===== config.mk =====
export PLATFORM = sky130hd
export DESIGN_NAME = stkx_seq
export DESIGN_NICKNAME = d
export VERILOG_FILES = /design/src/rtl/stkx_pkg.sv /design/src/rtl/stkx_rstsync.sv /design/src/rtl/stkx_pick.sv /design/src/rtl/stkx_ptr.sv /design/src/rtl/stkx_ctrl.sv /design/src/rtl/stkx_seq.sv
export SDC_FILE = /design/constraint.sdc
export NUM_CORES = 1
export LEC_CHECK = 0
export ABC_AREA = 1
export BUFFER_PORTS_ARGS = -buffer_cell sky130_fd_sc_hd__buf_2
export CORE_MARGIN = 5
export CORE_UTILIZATION = 49
export DETAILED_ROUTE_END_ITERATION = 6
export PLACE_DENSITY = 0.77
export SLEW_MARGIN = 20
export SYNTH_ARGS = -nofsm -noshare
export SYNTH_HDL_FRONTEND = slang
export SYNTH_HIERARCHICAL = 1
export SYNTH_SLANG_ARGS = --single-unit
export TNS_END_PERCENT = 50

===== constraint.sdc =====
create_clock -name clk -period 2.59 [get_ports clk]
set_input_delay 0.3885 -clock clk [delete_from_list [all_inputs] [get_ports clk]]
set_output_delay 0.3885 -clock clk [all_outputs]
set_load 0.01 [all_outputs]

===== src/rtl/stkx_pkg.sv =====
`timescale 1ns/1ps
package stkx_pkg;

  // Sequencer phases: accept, settle, per-register address/transfer, write back.
  typedef enum logic [2:0] {
    ST_IDLE = 3'd0,
    ST_PREP = 3'd1,
    ST_ADDR = 3'd2,
    ST_XFER = 3'd3,
    ST_DONE = 3'd4
  } stkx_state_e;

  typedef enum logic {
    DIR_SAVE    = 1'b0,
    DIR_RESTORE = 1'b1
  } stkx_dir_e;

endpackage


===== src/rtl/stkx_rstsync.sv =====
`timescale 1ns/1ps
module stkx_rstsync (
  input  logic clk,
  input  logic rst_n,
  output logic rst_sync_n
);

  logic meta_q;
  logic sync_q;

  always_ff @(posedge clk or negedge rst_n) begin
    if (!rst_n) begin
      meta_q <= 1'b0;
      sync_q <= 1'b0;
    end else begin
      meta_q <= 1'b1;
      sync_q <= meta_q;
    end
  end

  assign rst_sync_n = sync_q;

endmodule


===== src/rtl/stkx_pick.sv =====
`timescale 1ns/1ps
// Finds the lowest and highest set bit of the pending mask.
module stkx_pick #(
  parameter int unsigned NREG = 16,
  localparam int unsigned IDXW = $clog2(NREG)
) (
  input  logic [NREG-1:0] mask,
  output logic [IDXW-1:0] lo_idx,
  output logic [IDXW-1:0] hi_idx,
  output logic            any
);

  always_comb begin
    lo_idx = '0;
    for (int i = NREG - 1; i >= 0; i--) begin
      if (mask[i]) lo_idx = IDXW'(i);
    end
  end

  always_comb begin
    hi_idx = '0;
    for (int i = 0; i < NREG; i++) begin
      if (mask[i]) hi_idx = IDXW'(i);
    end
  end

  assign any = |mask;

endmodule


===== src/rtl/stkx_ptr.sv =====
`timescale 1ns/1ps
// Working copy of the stack pointer, stepping by one word.
module stkx_ptr #(
  parameter int unsigned DW = 32,
  localparam int unsigned STEP = DW / 8
) (
  input  logic          clk,
  input  logic          rst_n,
  input  logic          load_en,
  input  logic [DW-1:0] load_val,
  input  logic          dec_en,
  input  logic          inc_en,
  output logic [DW-1:0] ptr
);

  logic [DW-1:0] ptr_q;
  logic [DW-1:0] ptr_d;

  always_comb begin
    ptr_d = ptr_q;
    if (load_en)     ptr_d = load_val;
    else if (dec_en) ptr_d = ptr_q - DW'(STEP);
    else if (inc_en) ptr_d = ptr_q + DW'(STEP);
  end

  always_ff @(posedge clk or negedge rst_n) begin
    if (!rst_n) ptr_q <= '0;
    else        ptr_q <= ptr_d;
  end

  assign ptr = ptr_q;

endmodule


===== src/rtl/stkx_ctrl.sv =====
`timescale 1ns/1ps
module stkx_ctrl
  import stkx_pkg::*;
(
  input  logic clk,
  input  logic rst_n,
  input  logic start,
  input  logic mask_nz,
  input  logic more_left,
  input  logic mem_ack,
  output logic st_idle,
  output logic st_prep,
  output logic st_addr,
  output logic st_xfer,
  output logic st_done
);

  stkx_state_e state_q;
  stkx_state_e state_d;

  always_comb begin
    state_d = state_q;
    unique case (state_q)
      ST_IDLE: if (start) state_d = ST_PREP;
      ST_PREP: state_d = mask_nz ? ST_ADDR : ST_DONE;
      ST_ADDR: state_d = ST_XFER;
      ST_XFER: if (mem_ack) state_d = more_left ? ST_ADDR : ST_DONE;
      ST_DONE: state_d = ST_IDLE;
      default: state_d = ST_IDLE;
    endcase
  end

  always_ff @(posedge clk or negedge rst_n) begin
    if (!rst_n) state_q <= ST_IDLE;
    else        state_q <= state_d;
  end

  assign st_idle = (state_q == ST_IDLE);
  assign st_prep = (state_q == ST_PREP);
  assign st_addr = (state_q == ST_ADDR);
  assign st_xfer = (state_q == ST_XFER);
  assign st_done = (state_q == ST_DONE);

endmodule


===== src/rtl/stkx_seq.sv =====
`timescale 1ns/1ps
module stkx_seq
  import stkx_pkg::*;
#(
  parameter int unsigned NREG = 16,
  parameter int unsigned DW   = 32,
  localparam int unsigned IDXW = $clog2(NREG)
) (
  input  logic            clk,
  input  logic            rst_n,
  input  logic            start,
  input  logic            pop_op,
  input  logic [NREG-1:0] reg_mask,
  input  logic [IDXW-1:0] sp_sel,
  output logic [IDXW-1:0] rf_raddr,
  input  logic [DW-1:0]   rf_rdata,
  output logic            rf_we,
  output logic [IDXW-1:0] rf_waddr,
  output logic [DW-1:0]   rf_wdata,
  output logic            mem_req,
  output logic            mem_we,
  output logic [DW-1:0]   mem_addr,
  output logic [DW-1:0]   mem_wdata,
  input  logic [DW-1:0]   mem_rdata,
  input  logic            mem_ack,
  output logic            done
);

  logic rst_i_n;
  logic st_idle, st_prep, st_addr, st_xfer, st_done;

  stkx_rstsync u_rst (
    .clk        (clk),
    .rst_n      (rst_n),
    .rst_sync_n (rst_i_n)
  );

  // Captured instruction fields
  logic [NREG-1:0] mask_q, mask_d;
  stkx_dir_e       dir_q;
  logic [IDXW-1:0] spi_q;
  logic [IDXW-1:0] cur_q;
  logic [DW-1:0]   wdat_q;

  logic            accept;
  logic            step_ok;
  logic [IDXW-1:0] lo_idx, hi_idx, pick_idx;
  logic            mask_nz;
  logic [NREG-1:0] cur_bit;
  logic [NREG-1:0] mask_rem;
  logic [DW-1:0]   ptr;

  assign accept  = st_idle & start;
  assign step_ok = st_xfer & mem_ack;

  stkx_pick #(.NREG(NREG)) u_pick (
    .mask   (mask_q),
    .lo_idx (lo_idx),
    .hi_idx (hi_idx),
    .any    (mask_nz)
  );

  // Saves walk upward, restores walk downward.
  assign pick_idx = (dir_q == DIR_RESTORE) ? hi_idx : lo_idx;
  assign cur_bit  = {{(NREG-1){1'b0}}, 1'b1} << cur_q;
  assign mask_rem = mask_q & ~cur_bit;

  stkx_ctrl u_ctrl (
    .clk       (clk),
    .rst_n     (rst_i_n),
    .start     (start),
    .mask_nz   (mask_nz),
    .more_left (|mask_rem),
    .mem_ack   (mem_ack),
    .st_idle   (st_idle),
    .st_prep   (st_prep),
    .st_addr   (st_addr),
    .st_xfer   (st_xfer),
    .st_done   (st_done)
  );

  stkx_ptr #(.DW(DW)) u_ptr (
    .clk      (clk),
    .rst_n    (rst_i_n),
    .load_en  (accept),
    .load_val (rf_rdata),
    .dec_en   (st_addr & (dir_q == DIR_SAVE)),
    .inc_en   (step_ok & (dir_q == DIR_RESTORE)),
    .ptr      (ptr)
  );

  // Mask bookkeeping: load on accept, retire one bit per completed step.
  always_comb begin
    mask_d = mask_q;
    if (accept)       mask_d = reg_mask;
    else if (step_ok) mask_d = mask_rem;
  end

  always_ff @(posedge clk or negedge rst_i_n) begin
    if (!rst_i_n) mask_q <= '0;
    else          mask_q <= mask_d;
  end

  always_ff @(posedge clk or negedge rst_i_n) begin
    if (!rst_i_n) begin
      dir_q <= DIR_SAVE;
      spi_q <= '0;
    end else if (accept) begin
      dir_q <= stkx_dir_e'(pop_op);
      spi_q <= sp_sel;
    end
  end

  // Address cycle: latch the register index and, for a save, its value.
  always_ff @(posedge clk or negedge rst_i_n) begin
    if (!rst_i_n) begin
      cur_q  <= '0;
      wdat_q <= '0;
    end else if (st_addr) begin
      cur_q  <= pick_idx;
      wdat_q <= rf_rdata;
    end
  end

  assign rf_raddr = st_idle ? sp_sel : pick_idx;

  assign mem_req   = st_xfer;
  assign mem_we    = (dir_q == DIR_SAVE);
  assign mem_addr  = ptr;
  assign mem_wdata = wdat_q;

  assign rf_we    = (step_ok & (dir_q == DIR_RESTORE)) | st_done;
  assign rf_waddr = st_done ? spi_q : cur_q;
  assign rf_wdata = st_done ? ptr : mem_rdata;

  assign done = st_done;

endmodule


==> flow_summary.toml, run 1 <==
[detailed_routing]
drc = 0
drtIter0Drc = 957
ant_nets = 0
vias = 8446
drt_wl_total_um = 25770
firstDrtPassIters = 5
vias_per_cell = 5.369
wl_per_cell_um = 16.38

[logic_synthesis]
syn_avg_cell_area_um2 = 6.193
syn_inst = 1179
syn_nets = 1297
yosysWarnings = 6
synth_area_um2 = 7302

[status]
outcome = "finished with violations"
failed_checks = "negative setup slack"

[floorplanning]
fp.dieH_um = 132.1
core_area_um2 = 14590
ios = 197
die_area_um2 = 17440
rows = 44
initial_utilization_pct = 50.05
chipWidth_um = 132.1

[timing]
fmax_ghz = 0.3817
setup_viol = 3
fin_skew_ns = 0.01172
rsz0062_at_grt = "true"
tightest_slew_ns = 0.5699
period_share_pct = 101.2
hold_viol_final = 0
slew_viol_final = 0
fin_ws_ns = -0.02993
min_period_ns = 2.620
relSlewSlack_pct = 61.60

[worst_setup_path]
worstSetupPathType = "reg -> reg"
required_ns = 2.85
cp.depth = 18
cpMostUsedCell = "nand2_1"
crit_end = "u_ptr/ptr[28]$_DFFE_PN0N_"
worstSetupStartpoint = "u_ctrl/state_q[2]$_DFFE_PN0P_"
arrival_ns = 2.88
reg2reg_depth = 18
crit_family = "simple AND/OR/NAND/NOR gates"
r2r_setup_slack_ns = -0.03
critPathSlowestCell = "dfrtp_1"
cp_cell_sequence = "nor2_2 > nand2_1 > inv_2 > inv_2 > nor2_4 > buf_12 > buf_12 > ha_4 > nand2_1 > inv_1 > a21oi_2 > nand3_2 > nand3_2 > nand2_1 > nand2_1 > nand3_1 > nand2_1 > nand2_1"
crit_path_max_fanout = 7
timing.critical_path.buf_inv = 5
end_kind = "flip-flop"
cp_slowest_stage_delay_ns = 0.39
cp-start-kind = "flip-flop"
r2r_start = "u_ctrl/state_q[2]$_DFFE_PN0P_"
worstReg2RegEnd = "u_ptr/ptr[28]$_DFFE_PN0N_"

[global_route]
grt_pass1_wl_um = 38070
antenna_found_initial = 2
grt_overflow_total = 0
grt_max_degree = 67
grt_pass1_vias = 7690
grt_usage_pct = 26.48

[cts]
clockBufferDepth = 2
clock-sinks = 94
cts_buffers = 9
cts-root-buf = "clkbuf_16"
h-tree-depth = 3
clock_latency_ns = 0.36
cts_tree = "yes"
clk_pin_slew_ns = 0.07

[placed_design]
io_buffers = 196
placed_cells = 1538
place_area_um2 = 8529
gp_congestion = 0.9651
post-dp-hpwl_um = 18130

[pwr]
leakagePower_uw = 0.005408
power.density_cell_area_nw_per_um2 = 1439
peakVddDrop_v = 0.0007285
power_uw = 13730

[worst_hold_path]
min_path_type = "in -> reg"

[cells_and_area]
fill_cells = 1240
syn2layout_area_growth_pct = 30.69
final_nets = 1500
fin_cells = 1573
design_area_um2 = 9543
drive_gt1_share_pct = 27.90

[job]
cap_viol_max_count = 0
layout make-up:
| cell class | instances | area [um^2] | share of cell area (%) |
|---|---|---|---|
| timing repair inverter | 1 | 7.507 | 0.07867 |
| multi-input combinational | 905 | 4777 | 50.06 |
| clock inverter | 6 | 68.82 | 0.7211 |
| tap | 184 | 230.2 | 2.412 |
| antenna | 2 | 5.005 | 0.05245 |
| clock buffer | 10 | 239.0 | 2.504 |
| inverter | 142 | 544.3 | 5.703 |
| sequential | 94 | 2356 | 24.69 |
| timing repair buffer | 229 | 1315 | 13.78 |
power breakdown:
part | leakage, uW | switching (uW) | internal, uW | total, uW
Combinational | 0.00410 | 5630 | 3640 | 9260
Sequential | 0.00116 | 871 | 2180 | 3050
Clock | 0.000155 | 630 | 785 | 1410
Total | 0.00541 | 7130 | 6600 | 13700
state kept, by name, indices dropped and copies added, names as in the netlist:
register,count
dir_q,1
u_ptr/ptr,32
spi_q,4
u_ctrl/state_q,3
cur_q,4
mem_wdata,32
u_rst/rst_sync_n,1
mask_q,16
u_rst/meta_q,1
through the flow:
step	hold WS (ns)	TNS, ns	worst slack [ns]	utilization, %
global route	0.2602	-2.175	-0.2107	65.41
detailed placement	0.1777	0	0.07020	58.46
global placement	0.1773	0	0.09710	58.46
finish	0.2433	-0.07094	-0.02993	65.41
CTS	0.2324	-0.1875	-0.03032	60.67
floorplan	0.09291	-7.297	-0.3651	-
cell usage in the layout, fill, tap and decap left out, types with 16 or more instances in the layout:
cell	instances
buf_4	24
nand2_2	43
nor2_1	79
o21ai_0	29
o211ai_1	18
buf_2	196
nand2_1	530
ha_4	22
a21oi_1	19
inv_1	128
nand3_1	46
dfrtp_1	93
a21oi_2	16
worst min path at each step:
stage,start,cells after the start,end,slack (ns)
finish,sp_sel[1],3,spi_q[1]$_DFFE_PN0P_,0.24
CTS,sp_sel[3],3,spi_q[3]$_DFFE_PN0P_,0.23
global placement,rst_n,1,u_rst/meta_q$_DFF_PN0_,0.18
global route,reg_mask[2],3,mask_q[2]$_DFFE_PN0P_,0.26
detailed placement,rst_n,1,u_rst/meta_q$_DFF_PN0_,0.18
floorplan,rst_n,0,u_rst/meta_q$_DFF_PN0_,0.09
metal layers:
metal  GRT usage, %  part of all wire, %
met5              0                    0
met4          8.629                  3.4
met3          4.809                  9.1
met2          44.36                   48
met1          34.65                   39
worst min-delay path: stages:
cell and delay, ns:
buf_2 0.09, nand2_1 0.05, nand2_1 0.05
repair_timing:
| item | 4_1_cts | 5_1_grt |
|---|---|---|
| hold buffers | 1 | 0 |
| setup endpoints to repair | 33 | 58 |
| hold endpoints to repair | 2 | 0 |
| gates resized for setup | 1 | 125 |
| buffers inserted | 0 | 12 |
| cloned | 0 | 4 |
| pin swaps | 0 | 29 |
Note: power is estimated with default switching activity, not from simulation.
==> inputs of run 2 (changes only) <==
--- a/config.mk
+++ b/config.mk
@@ -10,5 +10,5 @@
 export CORE_MARGIN = 5
-export CORE_UTILIZATION = 49
+export CORE_UTILIZATION = 54
 export DETAILED_ROUTE_END_ITERATION = 6
-export PLACE_DENSITY = 0.77
+export PLACE_DENSITY = 0.81
 export SLEW_MARGIN = 20
==> constraint.sdc (replaced) <==
create_clock -name clk -period 3 [get_ports clk]
set_input_delay 0.3 -clock clk [delete_from_list [all_inputs] [get_ports clk]]
set_output_delay 0.3 -clock clk [all_outputs]
set_load 0.01 [all_outputs]
==> flow_summary.toml, run 2 (synthesis results as in run 1) <==
[placed_design]
io_buffers = 196
placed_cells = 1527
gp_congestion = 0.9827
post-dp-hpwl_um = 18030

[floorplanning]
rows = 42
die_area_um2 = 15950
initial_utilization_pct = 55.14
ios = 197
chipWidth_um = 126.3
core_area_um2 = 13240
fp.dieH_um = 126.3

[worst_setup_path]
required_ns = 3.25
worstSetupPathType = "reg -> reg"
crit_family = "simple AND/OR/NAND/NOR gates"
cp_slowest_stage_delay_ns = 0.46
timing.critical_path.buf_inv = 5
crit_end = "u_ptr/ptr[17]$_DFFE_PN0N_"
cp-start-kind = "flip-flop"
reg2reg_depth = 16
end_kind = "flip-flop"
crit_path_max_fanout = 23
arrival_ns = 2.94
cp.depth = 16
r2r_setup_slack_ns = 0.31
worstSetupStartpoint = "u_ctrl/state_q[0]$_DFFE_PN0P_"
critPathSlowestCell = "dfrtp_1"
r2r_start = "u_ctrl/state_q[0]$_DFFE_PN0P_"
worstReg2RegEnd = "u_ptr/ptr[17]$_DFFE_PN0N_"
cpMostUsedCell = "inv_1"
cp_cell_sequence = "nor2_2 > nand2_1 > inv_1 > inv_1 > nor2_4 > buf_6 > ha_1 > nand2_1 > inv_1 > nand2_1 > inv_1 > a21oi_1 > nand2_2 > xor2_1 > nor2_1 > o21ai_1"

[pwr]
power.density_cell_area_nw_per_um2 = 1188
peakVddDrop_v = 0.0006110
leakagePower_uw = 0.005247
power_uw = 10390

[global_route]
grt_pass1_wl_um = 37680
grt_usage_pct = 28.89
grt_pass1_vias = 7490
grt_max_degree = 52
antenna_found_initial = 0
grt_overflow_total = 0

[timing]
tightest_slew_ns = 0.6953
slew_viol_final = 0
fin_skew_ns = 0.008253
period_share_pct = 89.55
setup_viol = 0
hold_viol_final = 0
fmax_ghz = 0.3722
rsz0062_at_grt = "false"
min_period_ns = 2.686
relSlewSlack_pct = 53.49
tns_ns = 0

[detailed_routing]
drt_wl_total_um = 23030
vias_per_cell = 5.176
ant_nets = 0
wl_per_cell_um = 14.91
drtIter0Drc = 800
firstDrtPassIters = 7
vias = 7992
drc = 11

[cts]
cts-root-buf = "clkbuf_16"
clk_pin_slew_ns = 0.07
post-cts-setup-buffers = 0
cts_buffers = 9
h-tree-depth = 3
clockBufferDepth = 2
clock-sinks = 94
cts_tree = "yes"
clock_latency_ns = 0.36

[status]
failed_checks = "design-rule violations"
outcome = "finished with violations"

[cells_and_area]
drive_gt1_share_pct = 19.59
final_nets = 1481
final_cell_mix = "nand2_1 (571), buf_2 (196), inv_1 (133), dfrtp_1 (93), nor2_1 (85)"
fin_cells = 1544
layout_commonest_cell = "nand2_1"
antennaDiodeCount = 0
syn2layout_area_growth_pct = 19.81

[worst_hold_path]
min_path_type = "in -> reg"

[job]
cap_viol_max_count = 0
run 2: cell types whose count changed in the layout (fill, tap and decap cells not counted), moves of 6 or more:
cell | previous run | this run
nand2_4 | 7 | 1
nand2_2 | 43 | 8
a21oi_2 | 16 | 2
nand2_1 | 530 | 571
buf_4 | 24 | 13
ha_4 | 22 | 0
a21oi_1 | 19 | 34
ha_1 | 4 | 28
nor2_1 | 79 | 85
run 2: metal layers:
metal	GRT usage [%]	routed length, um	vias up
met5	0	0	-
met4	8.707	556	0
met3	5.250	1852	48
met2	47.79	11010	337
met1	38.78	9604	3598
li1	-	-	4009
run 2: area by class of cell:
cell class / count / area, um^2
clock buffers: 10 / 239.0
inverters: 142 / 540.5
repair buffers: 211 / 1100
flip-flops and latches: 94 / 2356
fillers: 1252 / 4494
multi-input cells: 905 / 4220
well taps: 176 / 220.2
clock inverters: 6 / 72.57
run 2: tightest hold or removal path: cells and delay by family:
family | cells | cell delay (ns)
and+or+nand+nor | 2 | 0.09
buffers and inverters | 1 | 0.08
run 2: repair_timing:
item                                   4_1_cts  5_1_grt
setup endpoints to repair                    0       21
resized for setup                            0        3
hold buffers                                 1        0
endpoints found under the hold margin        2        0
run 2: worst min-delay path by stage:
stage / slack (ns) / endpoint / startpoint / depth (start not counted)
6_report: 0.16 / mem_wdata[29]$_DFFE_PN0P_ / rf_rdata[29] / 3
5_1_grt: 0.16 / mem_wdata[8]$_DFFE_PN0P_ / rf_rdata[8] / 3
4_1_cts: 0.15 / mem_wdata[29]$_DFFE_PN0P_ / rf_rdata[29] / 3
3_5_place_dp: 0.09 / u_rst/meta_q$_DFF_PN0_ / rst_n / 1
3_3_place_gp: 0.09 / u_rst/meta_q$_DFF_PN0_ / rst_n / 1
2_1_floorplan: 0.004 / u_rst/meta_q$_DFF_PN0_ / rst_n / 0
run 2: per-stage QoR:
step | hold WS [ns] | cell area (um^2) | utilization (%) | setup slack, ns
after floorplan | 0.004409 | 7310 | - | 0.04312
after global placement | 0.08755 | 8417 | 63.56 | 0.1930
after detailed placement | 0.08814 | 8417 | 63.56 | 0.1441
after CTS | 0.1473 | 8738 | 65.99 | 0.1381
after global routing | 0.1588 | 8748 | 66.06 | 0.01320
final | 0.1557 | 8748 | 66.06 | 0.3135
run 2: report_power, final:
part,switching (uW),leakage [uW],internal [uW]
combinational,4210,0.00393,2350
sequential,711,0.00116,1880
clock,555,0.000156,684
==> inputs of run 3 (changes only) <==
Settings changed: REMOVE_ABC_BUFFERS from default to 1.
==> flow_summary.toml, run 3 (synthesis results as in run 1) <==
[cells_and_area]
fill_cells = 1255
final_nets = 1481
antennaDiodeCount = 0
drive_gt1_share_pct = 19.59
syn2layout_area_growth_pct = 20.01
fin_cells = 1544
multi_input_area_um2 = 4224
regArea_um2 = 2356
layout_commonest_cell = "nand2_1"
final_cell_mix = "nand2_1 (571), buf_2 (196), inv_1 (133), dfrtp_1 (93), nor2_1 (85)"

[worst_setup_path]
cpMostUsedCell = "nand2_1"
cp-start-kind = "flip-flop"
critPathSlowestCell = "dfrtp_1"
cp_slowest_stage_delay_ns = 0.45
cp_cell_sequence = "nor2_2 > nand2_1 > inv_1 > inv_1 > nor2_4 > buf_12 > ha_1 > nand2_1 > inv_1 > a21oi_1 > nand2_1 > a21oi_2 > nand2_1 > nand2_1 > nand3_1 > nand2_1 > nand2_1"
worstSetupPathType = "reg -> reg"
required_ns = 3.25
arrival_ns = 2.99
crit_path_max_fanout = 16
r2r_setup_slack_ns = 0.26
end_kind = "flip-flop"

[global_route]
antenna_found_initial = 0
grt_overflow_total = 0
grt_pass1_wl_um = 36140
grt_usage_pct = 27.37
grt_max_degree = 52
grt_pass1_vias = 7565

[timing]
slew_viol_final = 0
fin_skew_ns = 0.006106
rsz0062_at_grt = "false"
relSlewSlack_pct = 46.20
setup_viol = 0
fmax_ghz = 0.3655
hold_viol_final = 0
hold_ws_ns = 0.1525
period_share_pct = 91.20
min_period_ns = 2.736
tightest_slew_ns = 0.8060

[cts]
clockBufferDepth = 2
clk_pin_slew_ns = 0.07
cts-root-buf = "clkbuf_16"
h-tree-depth = 3
clock_latency_ns = 0.36
clock-sinks = 94
cts_tree = "yes"
cts_buffers = 9

[floorplanning]
core_area_um2 = 13240
die_area_um2 = 15950
chipWidth_um = 126.3
rows = 42
initial_utilization_pct = 55.14
fp.dieH_um = 126.3
ios = 197

[detailed_routing]
vias_per_cell = 5.089
drc = 0
drtIter0Drc = 618
ant_nets = 0
firstDrtPassIters = 5
vias = 7858
wl_per_cell_um = 14.19
drt_wl_total_um = 21910

[pwr]
peakVddDrop_v = 0.0005308
power.density_cell_area_nw_per_um2 = 1166
pwr-share-clk_pct = 11.1
p_switching_uw = 5346
p_int_uw = 4872
p_comb_share_pct = 63.9
power_frac_seq_pct = 25.0
leakagePower_uw = 0.005243
switching_share_pct = 52.32

[placed_design]
placed_cells = 1526
gp_congestion = 0.9856
post-dp-hpwl_um = 16450
io_buffers = 196

[status]
outcome = "finished clean"

[job]
cap_viol_max_count = 0

[worst_hold_path]
min_path_type = "in -> reg"
==> run 3: changes by cell type in the layout (fill, tap and decap cells not counted), sizes merged <==
cell	change
buf	-1
bufinv	-1
clkbuf	+2
clkinvlp	+1
inv	-1
==> run 3: final cells by class <==
class	instances	area share, %
Multi-Input combinational cell	905	48.20
Sequential cell	94	26.88
Timing Repair Buffer	211	12.99
Inverter	142	6.168
Clock buffer	11	2.770
Tap cell	176	2.513
Clock inverter	5	0.4712
==> run 3: path summary, 6_finish.rpt <==
path | start | cells after the start | endpoint
worst max-delay path | u_ctrl/state_q[0]$_DFFE_PN0P_ | 17 | u_ptr/ptr[29]$_DFFE_PN0N_
min in group asynchronous | rst_n | 2 | u_rst/rst_sync_n$_DFF_PN0_
worst min register to register | u_rst/meta_q$_DFF_PN0_ | 0 | u_rst/rst_sync_n$_DFF_PN0_
max in group asynchronous | u_rst/rst_sync_n$_DFF_PN0_ | 1 | mem_wdata[4]$_DFFE_PN0P_
worst min-delay path | rf_rdata[15] | 3 | mem_wdata[15]$_DFFE_PN0P_
worst max register to register | u_ctrl/state_q[0]$_DFFE_PN0P_ | 17 | u_ptr/ptr[29]$_DFFE_PN0N_
==> run 3: critical path, delay by kind of cell (launching register included) <==
kind,cells,cell delay [ns]
flip-flops,1,0.45
AND/OR/NAND/NOR,10,1.06
buffers and inverters,4,0.38
AO/OA/AOI/OAI,2,0.42
adder cells (fa/ha/maj),1,0.29
==> run 3: per-stage QoR <==
| step | setup slack [ns] | util [%] | total power [uW] | cell area (um^2) | setup TNS (ns) |
|---|---|---|---|---|---|
| 2_1_floorplan | -1.717 | - | 6934 | 7094 | -95.73 |
| 3_3_place_gp | 0.2673 | 63.65 | 8855 | 8429 | 0 |
| 3_5_place_dp | 0.2088 | 63.65 | 8964 | 8429 | 0 |
| 4_1_cts | 0.1924 | 65.87 | 10140 | 8723 | 0 |
| 5_1_grt | 0.003307 | 66.18 | 11240 | 8763 | 0 |
| 6_report | 0.2641 | 66.18 | 10220 | 8763 | 0 |
==> run 3: metal layers <==
layer | routed length [um] | up-vias | track usage, %
met1 | 9721 | 3585 | 35.73
met4 | 365 | 0 | 7.382
met2 | 10610 | 245 | 47.04
li1 | - | 4001 | -
met3 | 1215 | 27 | 4.699
met5 | 0 | - | 0
==> run 3: power groups by stage <==
stage	sequential, uW	combinational [uW]	clock (uW)
4_1_cts	2550	6440	1150
2_1_floorplan	2600	4330	0
5_1_grt	2650	7390	1200
3_5_place_dp	2560	6410	0
6_report	2560	6530	1130
3_3_place_gp	2550	6300	0
==> run 3: what timing repair did <==
action / CTS / global route
hold buffers: 1 / 0
setup buffers: 0 / 0
hold endpoints to repair: 2 / 0
resized for setup: 0 / 4
endpoints found under the setup margin: 0 / 11
